===== src/rtl/burst_col_pkg.sv =====
package burst_col_pkg;

   typedef enum logic {
      ORD_LINEAR = 1'b0,
      ORD_XOR    = 1'b1
   } burst_order_e;

   localparam int          LEN_CODE_W    = 3;
   localparam logic [2:0]  LEN_CODE_PAGE = 3'b111;

endpackage


===== src/rtl/burst_len_decode.sv =====
module burst_len_decode #(
   parameter int COL_W    = 9,
   parameter int MAX_LOG2 = 3
) (
   input  logic [burst_col_pkg::LEN_CODE_W-1:0] len_code,
   output logic [COL_W-1:0]                     beat_mask,
   output logic                                 full_page
);
   import burst_col_pkg::*;

   localparam int NCODES = MAX_LOG2 + 1;

   logic [NCODES-1:0]            hit;
   logic [NCODES-1:0][COL_W-1:0] mask_tab;

   generate
      for (genvar c = 0; c < NCODES; c++) begin : g_code
         assign hit[c]      = (len_code == LEN_CODE_W'(c));
         assign mask_tab[c] = COL_W'((1 << c) - 1);
      end
   endgenerate

   always_comb begin
      full_page = (len_code == LEN_CODE_PAGE);
      beat_mask = '0;
      if (full_page) begin
         beat_mask = '1;
      end else begin
         for (int c = 0; c < NCODES; c++) begin
            if (hit[c]) beat_mask = mask_tab[c];
         end
      end
   end

endmodule


===== src/rtl/burst_beat_ctr.sv =====
module burst_beat_ctr #(
   parameter int COL_W = 9
) (
   input  logic             clk,
   input  logic             rst_n,
   input  logic             load,
   input  logic             term,
   input  logic             full_page,
   input  logic [COL_W-1:0] beat_mask,
   output logic             active,
   output logic [COL_W-1:0] beat_cnt,
   output logic             final_beat
);

   assign final_beat = active && !full_page && (beat_cnt == beat_mask);

   always_ff @(posedge clk) begin
      if (!rst_n) begin
         active   <= 1'b0;
         beat_cnt <= '0;
      end else if (load) begin
         active   <= 1'b1;
         beat_cnt <= '0;
      end else if (active) begin
         if (term || final_beat) begin
            active   <= 1'b0;
            beat_cnt <= '0;
         end else begin
            beat_cnt <= beat_cnt + 1'b1;
         end
      end
   end

endmodule


===== src/rtl/burst_col_map.sv =====
module burst_col_map #(
   parameter int COL_W = 9
) (
   input  logic             xor_order,
   input  logic             full_page,
   input  logic [COL_W-1:0] base_col,
   input  logic [COL_W-1:0] beat_cnt,
   input  logic [COL_W-1:0] beat_mask,
   output logic [COL_W-1:0] col
);

   logic [COL_W-1:0] lin_sum;
   logic [COL_W-1:0] xor_mix;
   logic             use_xor;

   assign lin_sum = base_col + beat_cnt;
   assign xor_mix = base_col ^ beat_cnt;
   assign use_xor = xor_order && !full_page;

   generate
      for (genvar b = 0; b < COL_W; b++) begin : g_bit
         always_comb begin
            if (!beat_mask[b])  col[b] = base_col[b];
            else if (use_xor)   col[b] = xor_mix[b];
            else                col[b] = lin_sum[b];
         end
      end
   endgenerate

endmodule


===== src/rtl/burst_col_gen.sv =====
module burst_col_gen #(
   parameter int COL_W    = 9,
   parameter int MAX_LOG2 = 3
) (
   input  logic             clk,
   input  logic             rst_n,
   input  logic             cmd_load,
   input  logic [COL_W-1:0] start_col,
   input  logic [2:0]       len_sel,
   input  logic             order_sel,
   input  logic             auto_pre_en,
   input  logic             term,
   output logic [COL_W-1:0] col_out,
   output logic             beat_valid,
   output logic             last_beat,
   output logic             precharge_req
);
   import burst_col_pkg::*;

   generate
      if (COL_W <= MAX_LOG2) begin : g_bad_width
         $error("burst_col_gen: COL_W must exceed MAX_LOG2");
      end
      if (MAX_LOG2 < 0 || MAX_LOG2 > 6) begin : g_bad_log2
         $error("burst_col_gen: MAX_LOG2 out of range");
      end
   endgenerate

   logic [COL_W-1:0] dec_mask;
   logic             dec_full;

   logic [COL_W-1:0] start_q;
   logic [COL_W-1:0] mask_q;
   logic             full_q;
   burst_order_e     order_q;
   logic             ap_q;

   logic [COL_W-1:0] beat_cnt;
   logic             active;
   logic             final_beat;

   burst_len_decode #(.COL_W(COL_W), .MAX_LOG2(MAX_LOG2)) u_dec (
      .len_code  (len_sel),
      .beat_mask (dec_mask),
      .full_page (dec_full)
   );

   always_ff @(posedge clk) begin
      if (!rst_n) begin
         start_q <= '0;
         mask_q  <= '0;
         full_q  <= 1'b0;
         order_q <= ORD_LINEAR;
         ap_q    <= 1'b0;
      end else if (cmd_load) begin
         start_q <= start_col;
         mask_q  <= dec_mask;
         full_q  <= dec_full;
         order_q <= burst_order_e'(order_sel);
         ap_q    <= auto_pre_en;
      end
   end

   burst_beat_ctr #(.COL_W(COL_W)) u_ctr (
      .clk        (clk),
      .rst_n      (rst_n),
      .load       (cmd_load),
      .term       (term),
      .full_page  (full_q),
      .beat_mask  (mask_q),
      .active     (active),
      .beat_cnt   (beat_cnt),
      .final_beat (final_beat)
   );

   burst_col_map #(.COL_W(COL_W)) u_map (
      .xor_order (order_q == ORD_XOR),
      .full_page (full_q),
      .base_col  (start_q),
      .beat_cnt  (beat_cnt),
      .beat_mask (mask_q),
      .col       (col_out)
   );

   assign beat_valid    = active;
   assign last_beat     = final_beat;
   assign precharge_req = final_beat && ap_q;

endmodule


===== config.mk =====
export PLATFORM = sky130hd
export DESIGN_NAME = burst_col_gen
export DESIGN_NICKNAME = d
export VERILOG_FILES = /design/src/rtl/burst_col_pkg.sv /design/src/rtl/burst_len_decode.sv /design/src/rtl/burst_beat_ctr.sv /design/src/rtl/burst_col_map.sv /design/src/rtl/burst_col_gen.sv
export SDC_FILE = /design/constraint.sdc
export NUM_CORES = 1
export LEC_CHECK = 0
export BUFFER_PORTS_ARGS = -buffer_cell sky130_fd_sc_hd__buf_2
export CORE_MARGIN = 5
export CORE_UTILIZATION = 30
export DETAILED_ROUTE_END_ITERATION = 7
export PLACE_DENSITY = 0.58
export SLEW_MARGIN = 30
export SYNTH_ARGS = -nofsm -noshare
export SYNTH_HDL_FRONTEND = slang
export SYNTH_HIERARCHICAL = 1
export SYNTH_SLANG_ARGS = --single-unit

===== constraint.sdc =====
create_clock -name clk -period 2.5 [get_ports clk]
set_input_delay 0.25 -clock clk [delete_from_list [all_inputs] [get_ports clk]]
set_output_delay 0.25 -clock clk [all_outputs]
set_load 0.005 [all_outputs]

==> results_dict.tcl <==
set metrics [dict create \
    critical-path-top-delay-family "compound AO/OA/AOI/OAI gates" \
    synth_enable_flop_cells 0 \
    vdd.ir_drop.worst_uv 325 \
    cts-root-to-sink-buffers 2 \
    synthFlopType "dfxtp_1" \
    synth_top_area_cell "dfxtp_1" \
    antenna_found_initial 0 \
    setup.worst_path.start_class "register" \
    register_area_um2 624 \
    dieHeight_um 91.1 \
    row_count 29 \
    numClockSinks 31 \
    holdBufCountCts 0 \
    run_status "finished clean" \
    critPathCaptureType "output port" \
    fmaxAchievable_mhz 406 \
    n_antenna_cell 0 \
    drt_first_iter_violations 127 \
    netlist_area_um2 1970 \
    critical_path_peak_fanout 3 \
    tightest_slew_ns 0.564 \
    synthTopCellsByArea "dfxtp_1 (31%), mux2i_1 (11%), nor2b_1 (7.6%)" \
    place.detailed.instances 313 \
    initial_standard_cell_utilization_of_the_core_pct 30.9 \
    io-pin-count 30 \
    postSynthCellCount 213 \
    crit_required_ns 2.25 \
    wire_length_of_the_first_global_routing_pass_um 7510 \
    maximum_number_of_pins_on_one_net_before_global_route_repair 25 \
    p_leak_nw 0.936 \
    grt_pass1_vias 1554 \
    worstReg2RegStart "u_ctr/beat_cnt[0]" \
    synth_seq_cells 31 \
    synth.yosys.warnings 6 \
    tritoncts_clock_tree "yes" \
    drt_wl_total_um 4540 \
    data_arrival_at_the_endpoint_of_the_critical_path_ns 2.21 \
    hold_path_startpoint "term" \
    worstSetupStartpoint "u_ctr/beat_cnt[0]" \
    timing.hold.ws_ns 0.208 \
    grt.total_usage_pct 11.2 \
    globalplace.congestion 0.766 \
    grt-ovfl-total 0 \
    finalSetupTns_ns 0 \
    hold_viol 0 \
    power_per_cell_area_nw_per_um2 475 \
    cpPeakStageDelay_ns 0.39 \
    nNetsFinal 271 \
    cts-buffers-inserted 5 \
    clk-insertion-delay-late_ns 0.28 \
    viasPerCell 4.86 \
    postSynth.asyncResetShare_pct 0 \
    remaining_design_rule_violation_count 0 \
    synth_top_area_share_pct 31.5 \
    clock-skew-final_ns 0.00464 \
    synth_area_per_cell_um2 9.25 \
    clk_transition_reported_paths_ns 0.06 \
    final_period_minus_worst_setup_slack_ns 2.46 \
    ctsRootBufferMaster "clkbuf_8" \
    finalMaxSlewViolations 0 \
    finalNonFillerCells 321 \
    crit_chain "ha_4, fa_2, a211oi_2, o211ai_1, and4_1, o21ai_2, xnor2_1, buf_2" \
    detailedPlacementHpwl_um 3310 \
    routedWlPerCell_um 14.1 \
    fp.dieW_um 91.1 \
    num_vias 1560 \
    final_min_period_over_clock_period_pct 98.6 \
    antenna_violating_nets_post_route 0 \
    synth_seq_area_share_pct 31.5 \
    yosysUniqueCellTypes 43 \
    area_growth_syn_to_layout_pct 14.2 \
    drive_gt1_share_pct 23.4 \
    crit_buf_inv 1 \
    cpMaxStageDelayCell "fa_2" \
    post_cts_buffers 0 \
    worstSetupPathType "register to output port" \
    drt-pass1-iter-count 4 \
    synth_fp_nets 241 \
    drv.max_cap_violation_count 0 \
    cts.htree.levels 2 \
    worst_max_slew_margin_expressed_relative_to_the_limit_pct 62.3 \
    setup_viol_count_final 0 \
    die-area_um2 8290 \
    buffer_ports.inserted 29 \
    worstHoldPathType "input pin to register" \
    layout.filler_cells 690 \
    setup_repair_after_global_routing_missed_its_margin "yes" \
    multi_input_area_um2 1240 \
    core_um2 6390 \
]
==> cell usage in the layout (no fill, tap or decap), types with 6 or more instances in the layout <==
cell type | synthesis | routed
ha_1 | 9 | 8
o21ai_0 | 10 | 9
buf_4 | 6 | 7
a21oi_1 | 9 | 9
nor2_1 | 12 | 12
mux2i_1 | 21 | 21
nor2b_1 | 24 | 24
nand2_1 | 11 | 11
dfxtp_1 | 31 | 28
xor2_1 | 6 | 6
buf_2 | 0 | 29
xnor2_1 | 11 | 11
==> layout make-up <==
class | count | share of cell area [%]
multi-input combinational | 166 | 55.1
sequential | 31 | 27.7
timing repair buffer | 36 | 8.78
tap | 77 | 4.28
clock buffer | 7 | 3.39
inverter | 3 | 0.500
clock inverter | 1 | 0.222
==> registers in the layout (all words and copies together), names as in the netlist <==
register	flops
full_q	1
order_q	1
mask_q	9
ap_q	1
u_ctr/active	1
start_q	9
u_ctr/beat_cnt	9
==> metrics by stage <==
step                      power [mW]  setup WS [ns]  cell area [um2]  utilization, %
after floorplan                0.653          0.465             1970               -
after global placement         0.695          0.242             2150            33.6
after detailed placement       0.698          0.248             2150            33.6
after CTS                       1.08         0.0373             2230            35.0
after global routing            1.13        -0.0544             2250            35.2
final                           1.07         0.0352             2250            35.2
==> where the power goes <==
group	internal [mW]	switching, mW	total (mW)
Clock	0.195	0.187	0.382
Sequential	0.512	0.0174	0.530
Combinational	0.0747	0.0826	0.157
Total	0.782	0.287	1.07
==> worst reg2reg max path: cells and delay by family (launching register included) <==
family          cells  cell delay [ns]
compound gates      1             0.12
xor+xnor            1             0.17
buf+inv             2             0.42
flops               1             0.34
simple gates        2             0.46
==> routing by layer <==
| layer | part of all wire, % | GRT usage [%] |
|---|---|---|
| met5 | 0 | 0 |
| met4 | 0.42 | 3.30 |
| met3 | 6.2 | 3.22 |
| met2 | 45 | 17.9 |
| met1 | 48 | 14.7 |
==> final timing paths <==
check	end	slack, ns	depth (start not counted)
setup / recovery	col_out[8]	0.04	8
setup reg to reg	u_ctr/beat_cnt[1]	0.88	6
hold reg to reg	ap_q	0.53	2
hold / removal	u_ctr/beat_cnt[0]	0.21	2
==> cells in the mapped netlist, types with 4 or more instances <==
cell type,instances
dfxtp_1,31
nor2b_1,24
mux2i_1,21
nor2_1,12
nand2_1,11
xnor2_1,11
o21ai_0,10
a21oi_1,9
ha_1,9
buf_4,6
xor2_1,6
a31oi_1,5
nand4_1,5
and3_1,4
nand3b_1,4
nor3_1,4
==> cell families after synthesis <==
logic type | synth area share, %
compound gates | 11.6
xor+xnor | 7.56
buf+inv | 6.60
fa+ha+maj | 7.30
simple gates | 24.3
flops | 31.5
mux | 11.2
==> what timing repair did <==
item                                    4_1_cts  5_1_grt
pin swaps                                     0        9
resized for setup                             2        6
endpoints found under the setup margin        2        4
No activity file was read; power rests on OpenSTA's default activity.
